--- config.mk ---
export PLATFORM = sky130hd
export DESIGN_NAME = gpio_port
export DESIGN_NICKNAME = d
export VERILOG_FILES = /design/src/rtl/gpio_port_pkg.sv /design/src/rtl/gpio_sync.sv /design/src/rtl/gpio_drive_dec.sv /design/src/rtl/gpio_irq.sv /design/src/rtl/gpio_port.sv
export SDC_FILE = /design/constraint.sdc
export NUM_CORES = 1
export LEC_CHECK = 0
export CORE_MARGIN = 2
export CORE_UTILIZATION = 30
export DETAILED_ROUTE_END_ITERATION = 8
export MAX_ROUTING_LAYER = met4
export PLACE_DENSITY = 0.55
export SYNTH_ARGS = -nofsm -noshare
export SYNTH_HDL_FRONTEND = slang
export SYNTH_SLANG_ARGS = --single-unit
--- constraint.sdc ---
create_clock -name clk -period 4.4 [get_ports clk]
set_input_delay 1.32 -clock clk [delete_from_list [all_inputs] [get_ports clk]]
set_output_delay 1.32 -clock clk [all_outputs]
set_load 0.1 [all_outputs]
--- src/rtl/gpio_port_pkg.sv ---
package gpio_port_pkg;

  typedef enum logic [2:0] {
    RA_DATA = 3'd0,
    RA_DM0  = 3'd1,
    RA_DM1  = 3'd2,
    RA_DM2  = 3'd3,
    RA_IC0  = 3'd4,
    RA_IC1  = 3'd5,
    RA_IE   = 3'd6,
    RA_NONE = 3'd7
  } reg_addr_e;

  typedef struct packed {
    logic hi;
    logic lo;
    logic pu;
    logic pd;
    logic slow;
    logic ien;
  } pad_ctl_t;

  // Decode one pin's mode and output-data bit into pad controls.
  function automatic pad_ctl_t decode_drive(input logic [2:0] mode, input logic d);
    pad_ctl_t c;
    c = '0;
    c.ien = (mode != 3'b110);
    unique case (mode)
      3'b000: begin c.hi = d;  c.pd = ~d; end
      3'b001: begin c.hi = d;  c.lo = ~d; end
      3'b011: begin c.pu = d;  c.lo = ~d; end
      3'b100: begin c.hi = d;  c.slow = 1'b1; end
      3'b101: begin c.hi = d;  c.lo = ~d; c.slow = 1'b1; end
      3'b111: begin c.lo = ~d; c.slow = 1'b1; end
      default: ;
    endcase
    return c;
  endfunction

endpackage

--- src/rtl/gpio_sync.sv ---
module gpio_sync #(
  parameter int W = 8
) (
  input  logic         clk,
  input  logic         rst,
  input  logic [W-1:0] d,
  output logic [W-1:0] q
);
  logic [W-1:0] stage1;

  always_ff @(posedge clk) begin
    if (rst) begin
      stage1 <= '0;
      q      <= '0;
    end else begin
      stage1 <= d;
      q      <= stage1;
    end
  end
endmodule

--- src/rtl/gpio_drive_dec.sv ---
module gpio_drive_dec
  import gpio_port_pkg::*;
#(
  parameter int W = 8
) (
  input  logic [W-1:0] dm0,
  input  logic [W-1:0] dm1,
  input  logic [W-1:0] dm2,
  input  logic [W-1:0] dout,
  output logic [W-1:0] drv_hi,
  output logic [W-1:0] drv_lo,
  output logic [W-1:0] pull_up,
  output logic [W-1:0] pull_dn,
  output logic [W-1:0] slow,
  output logic [W-1:0] in_en
);
  for (genvar i = 0; i < W; i++) begin : g_pin
    pad_ctl_t c;
    always_comb c = decode_drive({dm2[i], dm1[i], dm0[i]}, dout[i]);
    assign drv_hi[i]  = c.hi;
    assign drv_lo[i]  = c.lo;
    assign pull_up[i] = c.pu;
    assign pull_dn[i] = c.pd;
    assign slow[i]    = c.slow;
    assign in_en[i]   = c.ien;
  end
endmodule

--- src/rtl/gpio_irq.sv ---
module gpio_irq #(
  parameter int W = 8
) (
  input  logic [W-1:0] pin_view,
  input  logic [W-1:0] in_en,
  input  logic [W-1:0] ic0,
  input  logic [W-1:0] ic1,
  input  logic [W-1:0] ien,
  input  logic [W-1:0] rlatch,
  output logic [W-1:0] pin_req,
  output logic         irq
);
  for (genvar i = 0; i < W; i++) begin : g_pin
    logic cond;
    always_comb begin
      unique case ({ic1[i], ic0[i]})
        2'b01:   cond = ~pin_view[i];
        2'b10:   cond = pin_view[i];
        2'b11:   cond = pin_view[i] ^ rlatch[i];
        default: cond = 1'b0;
      endcase
    end
    assign pin_req[i] = cond & ien[i] & in_en[i];
  end

  assign irq = |pin_req;
endmodule

--- src/rtl/gpio_port.sv ---
module gpio_port
  import gpio_port_pkg::*;
#(
  parameter int PINS   = 8,
  parameter int ADDR_W = 3
) (
  input  logic              clk,
  input  logic              rst,
  input  logic [PINS-1:0]   pin_in,
  input  logic              req_valid,
  output logic              req_ready,
  input  logic              req_write,
  input  logic [ADDR_W-1:0] req_addr,
  input  logic [PINS-1:0]   req_wdata,
  output logic              rsp_valid,
  input  logic              rsp_ready,
  output logic [PINS-1:0]   rsp_rdata,
  output logic [PINS-1:0]   pad_drv_hi,
  output logic [PINS-1:0]   pad_drv_lo,
  output logic [PINS-1:0]   pad_pull_up,
  output logic [PINS-1:0]   pad_pull_dn,
  output logic [PINS-1:0]   pad_slow,
  output logic [PINS-1:0]   pad_in_en,
  output logic              irq
);
  localparam logic [PINS-1:0] ALL_ONES = {PINS{1'b1}};

  logic [PINS-1:0] dout_q, dm0_q, dm1_q, dm2_q, ic0_q, ic1_q, ie_q;
  logic [PINS-1:0] rlatch_q, pin_sync, pin_view, rd_mux, pin_req;
  logic            accept, do_wr, do_rd;
  reg_addr_e       addr;

  assign addr      = reg_addr_e'(req_addr[2:0]);
  assign req_ready = !(rsp_valid && !rsp_ready);
  assign accept    = req_valid && req_ready;
  assign do_wr     = accept && req_write;
  assign do_rd     = accept && !req_write;

  gpio_sync #(.W(PINS)) u_sync (
    .clk (clk),
    .rst (rst),
    .d   (pin_in),
    .q   (pin_sync)
  );

  gpio_drive_dec #(.W(PINS)) u_dec (
    .dm0     (dm0_q),
    .dm1     (dm1_q),
    .dm2     (dm2_q),
    .dout    (dout_q),
    .drv_hi  (pad_drv_hi),
    .drv_lo  (pad_drv_lo),
    .pull_up (pad_pull_up),
    .pull_dn (pad_pull_dn),
    .slow    (pad_slow),
    .in_en   (pad_in_en)
  );

  assign pin_view = pin_sync & pad_in_en;

  gpio_irq #(.W(PINS)) u_irq (
    .pin_view (pin_view),
    .in_en    (pad_in_en),
    .ic0      (ic0_q),
    .ic1      (ic1_q),
    .ien      (ie_q),
    .rlatch   (rlatch_q),
    .pin_req  (pin_req),
    .irq      (irq)
  );

  // Register file
  always_ff @(posedge clk) begin
    if (rst) begin
      dout_q <= '0;
      dm0_q  <= '0;
      dm1_q  <= ALL_ONES;
      dm2_q  <= ALL_ONES;
      ic0_q  <= '0;
      ic1_q  <= '0;
      ie_q   <= '0;
    end else if (do_wr) begin
      unique case (addr)
        RA_DATA: dout_q <= req_wdata;
        RA_DM0:  dm0_q  <= req_wdata;
        RA_DM1:  dm1_q  <= req_wdata;
        RA_DM2:  dm2_q  <= req_wdata;
        RA_IC0:  ic0_q  <= req_wdata;
        RA_IC1:  ic1_q  <= req_wdata;
        RA_IE:   ie_q   <= req_wdata;
        default: ;
      endcase
    end
  end

  always_comb begin
    unique case (addr)
      RA_DATA: rd_mux = pin_view;
      RA_DM0:  rd_mux = dm0_q;
      RA_DM1:  rd_mux = dm1_q;
      RA_DM2:  rd_mux = dm2_q;
      RA_IC0:  rd_mux = ic0_q;
      RA_IC1:  rd_mux = ic1_q;
      RA_IE:   rd_mux = ie_q;
      default: rd_mux = '0;
    endcase
  end

  // Read latch follows every accepted data-register read
  always_ff @(posedge clk) begin
    if (rst)
      rlatch_q <= '0;
    else if (do_rd && addr == RA_DATA)
      rlatch_q <= pin_view;
  end

  // Response channel
  always_ff @(posedge clk) begin
    if (rst) begin
      rsp_valid <= 1'b0;
      rsp_rdata <= '0;
    end else if (do_rd) begin
      rsp_valid <= 1'b1;
      rsp_rdata <= rd_mux;
    end else if (rsp_ready) begin
      rsp_valid <= 1'b0;
    end
  end
endmodule

Yosys cells after proc, flatten, opt, wreduce, memory -nomap -nowiden:

Cells that the tools add are included.

* bits in registers: 89
* output and inout bits: 59

* muxes and demuxes: 51
* reductions and logical operators: 50
* equal/unequal tests: 78
* bitwise gates (word level): 41

Operator list (number)
* $eq A3 B3 Y1 const B: 27
* $reduce_or A4 Y1: 16
* $pmux W8 S7: 1
* $mux W1: 42
* $eq A2 B2 Y1 const B: 16
* $eq A3 B2 Y1 const B: 10
* $eq A3 B1 Y1 const B: 9
* $logic_not A3 Y1: 9
* $ne A3 B3 Y1 const B: 8
* $pmux W1 S3: 8
* $reduce_or A3 Y1: 8
* $and A1 B1 Y1: 16
* $eq A2 B1 Y1 const B: 8
* $not A1 Y1: 16
* $reduce_and A2 Y1: 7
* $and A8 B8 Y8: 1
* $reduce_or A8 Y1: 1
* $xor A1 B1 Y1: 8
* $logic_and A1 B1 Y1: 5
* $logic_not A1 Y1: 3
* $reduce_bool A2 Y1: 1

Longest topological paths before layout:

Gate-level depths: netlist (run 1).

* word-level depth: 7
* mapped depth: 7

Modules after synthesis:

Synthesis (run 1) repeated with hierarchy kept, for this count alone.

* cells, all modules: 477
* area total of the unflattened synthesis: 4551.9 um^2

Modules (own cells, without submodules)
* gpio_port: cells each 330, times used 1, area an instance 3392.0 um^2
* gpio_sync: cells each 33, times used 1, area an instance 464.2 um^2
* gpio_drive_dec: cells each 61, times used 1, area an instance 395.4 um^2
* gpio_irq: cells each 53, times used 1, area an instance 300.3 um^2

Worst setup path before layout (run 1):

No wires, ideal clock.

* path type: reg2out
* from: reg dm1_q[0]
* to: out pad_pull_dn[0]
* data required time: 3080 ps
* path slack: -205 ps
* cell stages (with the launch flop): 2
* arrival: 3285 ps
* cells stage by stage: dfxtp_1 > nor4_1

* longest elaborated chain between the ends: 2

Ends and longest elaborated chain
* start, declared: RTL line gpio_port.sv:28 `logic [PINS-1:0] dout_q, dm0_q, dm1_q, dm2_q, ic0_q, ic1_q, ie_q;`
* start signal, assigned: RTL line gpio_port.sv:86 `RA_DM1: dm1_q <= req_wdata;`
* $logic_not A3 Y1: RTL line gpio_port_pkg.sv:28 `unique case (mode)`
* $mux W1: RTL line gpio_port_pkg.sv:28
* end, declared: RTL line gpio_port.sv:21 `output logic [PINS-1:0] pad_pull_dn,`

Every way passes these cells.

Worst setup path after layout (run 1):

* from: in rsp_ready
* to: out req_ready

* longest elaborated chain between the ends: 3

Ends and longest elaborated chain
* start, declared: RTL line gpio_port.sv:16 `input logic rsp_ready,`
* $logic_not A1 Y1: RTL line gpio_port.sv:34 `assign req_ready = !(rsp_valid && !rsp_ready);`
* $logic_and A1 B1 Y1: RTL line gpio_port.sv:34
* $logic_not A1 Y1: RTL line gpio_port.sv:34
* end, declared: RTL line gpio_port.sv:11 `output logic req_ready,`

Every way passes these cells.

==> results by group, run 1 <==
Status
  • Status: finished clean

Worst setup path
  • Worst path required time: between 3 and 4 ns
  • Worst EP arrival: roughly 2.3 ns
  • Critical Path Max Stage Delay: 0.45 ns
  • Crit start category: input port
  • Setup slack, reg-to-reg: about 2.7 ns
  • Reg2reg end: dm1_q[6]
  • Worst R2R Start: rsp_valid
  • Crit Path Max Fanout: 10
  • CP Cell Sequence: clkdlybuf4s50_1 > nand2b_1 > buf_4 > buf_12
  • CP Capture Type: primary output
  • Slowest CP cell: clkdlybuf4s50_1
  • Cells on worst reg2reg path: 5
  • CP Class: input port to primary output
  • WP buf/inv: 3
  • CP Depth: 4
  • Kind of cell adding the most delay to the critical path: buffers and inverters

Worst hold path
  • Hold worst-path end: u_sync.q[5]
  • Hold Crit Depth: 1
  • Hold Path Origin: u_sync.stage1[5]
  • Worst hold path class: flip-flop to flip-flop

Global routing
  • First-pass GRT wire length: around 20000 um
  • Vias in the first global route: 3801
  • Initial antenna violation count: 0
  • Grt ovf: 0
  • Largest net degree at the start of global routing: 38
  • Overall Global Routing Usage: 16.9%

CTS
  • H-tree level count: 3
  • Root Driver: clkbuf_16
  • Setup bufs post-CTS: 0
  • Clk sink count: 89
  • Worst-path clk slew: 0.06 ns
  • Post-cts sizing count: 0
  • Num CTS Buffers: 9
  • Hold Buf Count CTS: 0
  • Clk_lat worst skew: 0.34 ns
  • CTS tree: yes
  • Clock buffer depth: 2

Layout
  • Commonest non-fill, non-tap cell in the layout: dfxtp_1
  • Final nets: roughly 600
  • # diodes: 0
  • Layout overhead on the synthesized area: 28.7%
  • Final instance area: 5700 um^2
  • Share of cells above drive strength 1: 12.2%
  • Most frequent cells in the layout: 89 x dfxtp_1, 54 x mux2i_1, 54 x clkdlybuf4s50_1, 45 x nor2_1, 45 x nand2b_1

Synthesis
  • Largest area contributor in the netlist: dfxtp_1
  • Post-synth ARST share: 0%
  • Net Count, Synth: 519
  • Yosys top cell area share: 40.2%
  • Synth Register Bits: 89
  • Yosys warns: 0
  • Area contributors post-synth: dfxtp_1 40%, mux2i_1 12%, nand2b_1 6.4%
  • Sequential share of the synthesized area: 40.2%
  • Primary FF master, synth: dfxtp_1
  • Post-Syn Area: 4430 um^2
  • Mapped Cells: 495
  • Post-synth cell types: 46
  • Post-synth EDFFs: 0
  • Mean Syn Cell Area: 8.95 um^2

Placed design
  • Placed Area: 5390 um^2
  • Port Buf Inserts: between 80 and 90
  • RD Place Congestion: around 0.85
  • DP HPWL: between 9000 and 10000 um

Pwr
  • Total internal power: 1.38 mW
  • Net switching power: approximately 470 uW
  • VDD IR max: 0.174 mV
  • Share of power burned in registers: 45.3%
  • Combinational power share: about an eighth
  • PD cells: 325 nW/um^2
  • Sw Ratio: 25.4%
  • Pleak: 2.08 nW
  • Clock power share: 42.8%

Timing
  • Final Critical Period: 3.57 ns
  • Final period utilization: 81.0%
  • Slew @ Worst Pin: 0.977 ns
  • Peak Freq: between 200 and 300 MHz
  • Layout Skew: 0.00517 ns
  • RSZ-0062 raised after global routing: no
  • Slew HR: 34.6%
  • Hold slack: 0.433 ns
  • Max-slew violation count: 0
  • Final Hold Fails: 0
  • Final setup fails: 0
  • Setup tns final: 0 ns

Run
  • Max_cap viols: 0

Floorplan
  • Die area: 15800 um^2
  • Row cnt: 44
  • Die Width: 126 um
  • I/O pins: 83
  • Initial core utilization: 30.6%
  • Std-Cell Core Area: 14500 um^2
  • Chip height: 126 um

Route
  • Antenna viol nets, final: 0
  • # DRC: 0
  • Via/cell ratio: approximately 5.1
  • Vias: 3852
  • Per-cell routed wire length: between 15 and 20 um
  • Drt first pass iters: 4
  • Number of DRC markers in iteration 0: 273
  • WL final: 12900 um
==> cells by family (layout without fill, tap and decap cells) <==
| family | Yosys count | after routing | synth area share, % |
|---|---|---|---|
| buffers and inverters | 35 | 116 | 4.09 |
| multiplexers | 56 | 56 | 12.8 |
| AND/OR/NAND/NOR | 220 | 220 | 29.0 |
| flip-flops | 89 | 89 | 40.2 |
| AO/OA/AOI/OAI | 95 | 95 | 13.9 |
==> registers in the layout (all words and copies together) (netlist names) <==
register / cells
dm0_q: 8
dm1_q: 8
dm2_q: 8
dout_q: 8
ic0_q: 8
ic1_q: 8
ie_q: 8
rlatch_q: 8
rsp_rdata: 8
u_sync.q: 8
u_sync.stage1: 8
rsp_valid: 1
==> per-layer routing <==
layer | up-vias | global-route usage (%) | wire (um)
met5 | - | - | 0
met1 | 1822 | 20.6 | 5780
li1 | 1919 | - | -
met4 | 0 | 4.64 | 205
met3 | 17 | 2.91 | 618
met2 | 94 | 28.8 | 6310
==> how the worst max path moves through the flow <==
stage                   to  slack (ns)       from
4_1_cts          req_ready        0.82  rsp_ready
5_1_grt          req_ready        0.77  rsp_ready
3_5_place_dp     req_ready        0.83  rsp_ready
2_1_floorplan  pad_slow[6]        0.43   dm0_q[6]
3_3_place_gp     req_ready        0.83  rsp_ready
6_report         req_ready        0.83  rsp_ready
==> per-stage QoR <==
stage / setup slack [ns] / cells / total power, mW / util [%]
after floorplan: 0.429 / 495 / 1.01 / -
after global placement: 0.835 / 744 / 1.07 / 37.2
after detailed placement: 0.833 / 744 / 1.08 / 37.2
after CTS: 0.818 / 760 / 1.87 / 39.4
after global routing: 0.771 / 760 / 1.91 / 39.4
final: 0.835 / 760 / 1.85 / 39.4
==> power by group through the flow <==
stage	Clock [mW]	Combinational, mW	Sequential [mW]
after detailed placement	0	0.221	0.856
after global placement	0	0.219	0.855
after global routing	0.841	0.234	0.840
after CTS	0.812	0.221	0.838
after floorplan	0	0.136	0.872
final	0.793	0.221	0.838
==> layout make-up <==
| cell class | instances | area [um^2] |
|---|---|---|
| well taps | 184 | 230 |
| multi-input cells | 371 | 2520 |
| repair buffers | 91 | 828 |
| clock buffers | 14 | 274 |
| flip-flops and latches | 89 | 1780 |
| fillers | 1446 | 8780 |
| clock inverters | 2 | 35.0 |
| inverters | 9 | 33.8 |
==> cells in the mapped netlist (5+ instances only) <==
master and instances:
dfxtp_1 89, mux2i_1 54, nand2b_1 45, nor2_1 45, nor2b_1 43, o21ai_0 36
nand2_1 30, a21oi_1 12, clkbuf_1 11, nand3_1 11, and4b_1 9, inv_1 9
nor4_1 9, o22ai_1 9, a21boi_0 8, a32oi_1 8, nand3b_1 8, buf_2 7
a32o_1 6, a211oi_1 5, buf_6 5, nor4b_1 5
No activity file was read; power rests on OpenSTA's default activity.
==> run 2, diff against run 1 <==
--- a/config.mk
+++ b/config.mk
@@ -9,7 +9,7 @@
 export CORE_UTILIZATION = 30
 export DETAILED_ROUTE_END_ITERATION = 8
 export MAX_ROUTING_LAYER = met4
-export PLACE_DENSITY = 0.55
+export PLACE_DENSITY = 0.57
 export SYNTH_ARGS = -nofsm -noshare
 export SYNTH_HDL_FRONTEND = slang
 export SYNTH_SLANG_ARGS = --single-unit
==> constraint.sdc (replaced) <==
create_clock -name clk -period 3 [get_ports clk]
set_input_delay 0.9 -clock clk [delete_from_list [all_inputs] [get_ports clk]]
set_output_delay 0.9 -clock clk [all_outputs]
set_load 0.1 [all_outputs]
==> run 2 against run 1 <==
  * Non-clock buffer count increased by 17
  * Clock skew increased by 0.0022 ns
  * Critical path depth increased by 1
  * Combinational power increased by 57%
  * Final area increased by 1.0%
  * Largest cell class unchanged
  * Clock-buffer cell count decreased by 1
  * Utilization increased by 0.41 points
  * Via count increased by 5.0%
  * Worst setup slack got worse by 0.68 ns
  * Die area unchanged
  * Largest power group unchanged
  * Flip-flop and latch count unchanged
  * Sequential power increased by 47%
  * Highest routed layer unchanged
==> results by group, run 2 (synthesis gave the netlist of run 1 again) <==
Floorplan
  • Die Width: 126 um
  • I/O pins: 83
  • Std-Cell Core Area: 14500 um^2
  • Row cnt: 44
  • Die area: 15800 um^2
  • Chip height: 126 um
  • Initial core utilization: a little under a third

Pwr
  • Pleak: 2.23 nW
  • PD cells: 458 nW/um^2
  • VDD IR max: 0.233 mV

Global routing
  • Overall Global Routing Usage: 17.5%
  • Grt ovf: 0
  • Largest net degree at the start of global routing: 42
  • Vias in the first global route: 3972
  • Initial antenna violation count: 0
  • First-pass GRT wire length: between 20000 and 25000 um

Route
  • Number of DRC markers in iteration 0: 255
  • Vias: 4046
  • # DRC: 0
  • Via/cell ratio: 5.21
  • Antenna viol nets, final: 0
  • Drt first pass iters: 4
  • Per-cell routed wire length: 17.4 um
  • WL final: 13500 um

CTS
  • Setup bufs post-CTS: 0
  • Post-cts sizing count: 0
  • Clk sink count: between 80 and 90
  • Num CTS Buffers: 9
  • Root Driver: clkbuf_16
  • H-tree level count: 3
  • Clk_lat worst skew: 0.34 ns
  • Clock buffer depth: 2
  • Worst-path clk slew: approximately 0.060 ns
  • Hold Buf Count CTS: 0
  • CTS tree: yes

Layout
  • Final instance area: 5760 um^2
  • Filler instances: ~1500
  • Commonest non-fill, non-tap cell in the layout: dfxtp_1
  • Final core occ: 39.8%
  • Most frequent cells in the layout: 86 x dfxtp_1, 81 x buf_4, 54 x mux2i_1, 45 x nor2_1, 45 x nand2b_1
  • # diodes: 0
  • Layout overhead on the synthesized area: 30.0%
  • Layout Cells excl Fill: roughly 780
  • Share of cells above drive strength 1: 20.7%
  • Final nets: 612

Timing
  • Slew HR: approximately two thirds
  • RSZ-0062 raised after global routing: no
  • Final Critical Period: 2.84 ns
  • Final period utilization: 94.7%
  • Layout Skew: 0.00736 ns
  • Peak Freq: ~350 MHz
  • Final setup fails: 0
  • Slew @ Worst Pin: 0.509 ns
  • Hold slack: 0.435 ns
  • Max-slew violation count: 0
  • Final Hold Fails: 0

Worst setup path
  • Worst path required time: 2.10 ns
  • Crit Path Max Fanout: 5
  • CP Class: flip-flop to primary output
  • Critical Path Max Stage Delay: 0.53 ns
  • CP Capture Type: primary output
  • Slowest CP cell: or4_4
  • CP Cell Sequence: nand3b_1 > nand2_1 > o22ai_1 > or4_4 > buf_12
  • Worst EP arrival: 1.94 ns
  • Crit start category: flip-flop

Run
  • Max_cap viols: 0

Placed design
  • Placed Instances: 761
  • RD Place Congestion: 0.860
  • DP HPWL: 9870 um
  • Placed Area: 5480 um^2
  • Port Buf Inserts: 82

Status
  • Status: finished clean

Worst hold path
  • Worst hold path class: flip-flop to flip-flop
-- run 2: final cells by class --
class                      instances  area, um^2  area share, %
clock buffer                      13         260           4.52
clock inverter                     3        15.0          0.261
inverter                           9        33.8          0.587
multi-input combinational        371        2520           43.8
sequential                        89        1790           31.0
tap                              184         230           4.00
timing repair buffer             108         913           15.9
-- run 2: per-stage QoR --
step	setup WS [ns]	power [mW]	setup TNS, ns
floorplan	-0.129	1.48	-0.129
global placement	0.182	1.60	0
detailed placement	0.161	1.60	0
CTS	0.170	2.66	0
global route	0.106	2.73	0
finish	0.159	2.64	0
-- run 2: metal layers --
metal	GRT usage, %	vias to the layer above	part of all wire, %
li1	-	1952	-
met3	2.87	22	4.5
met4	6.14	0	1.9
met1	21.8	1965	45
met5	-	-	0
met2	28.6	107	49
-- run 2: critical path: cells and delay by family (launching register included) --
family	cells	cell delay [ns]
and+or+nand+nor	3	0.93
AOI/OAI and AO/OA	1	0.12
buffers and inverters	1	0.19
DFF	1	0.35
-- run 2: path summary, 6_finish.rpt --
check,slack (ns),cells after the start,start,end
setup / recovery,0.16,5,dm0_q[2],irq
hold / removal,0.43,1,u_sync.stage1[7],u_sync.q[7]
setup reg to reg,1.20,6,dm1_q[1],rsp_rdata[1]
hold reg to reg,0.43,1,u_sync.stage1[7],u_sync.q[7]
-- run 2: where the power goes --
part           switching (mW)  internal (mW)
registers              0.0218           1.21
logic                   0.227          0.121
clock network           0.457          0.603
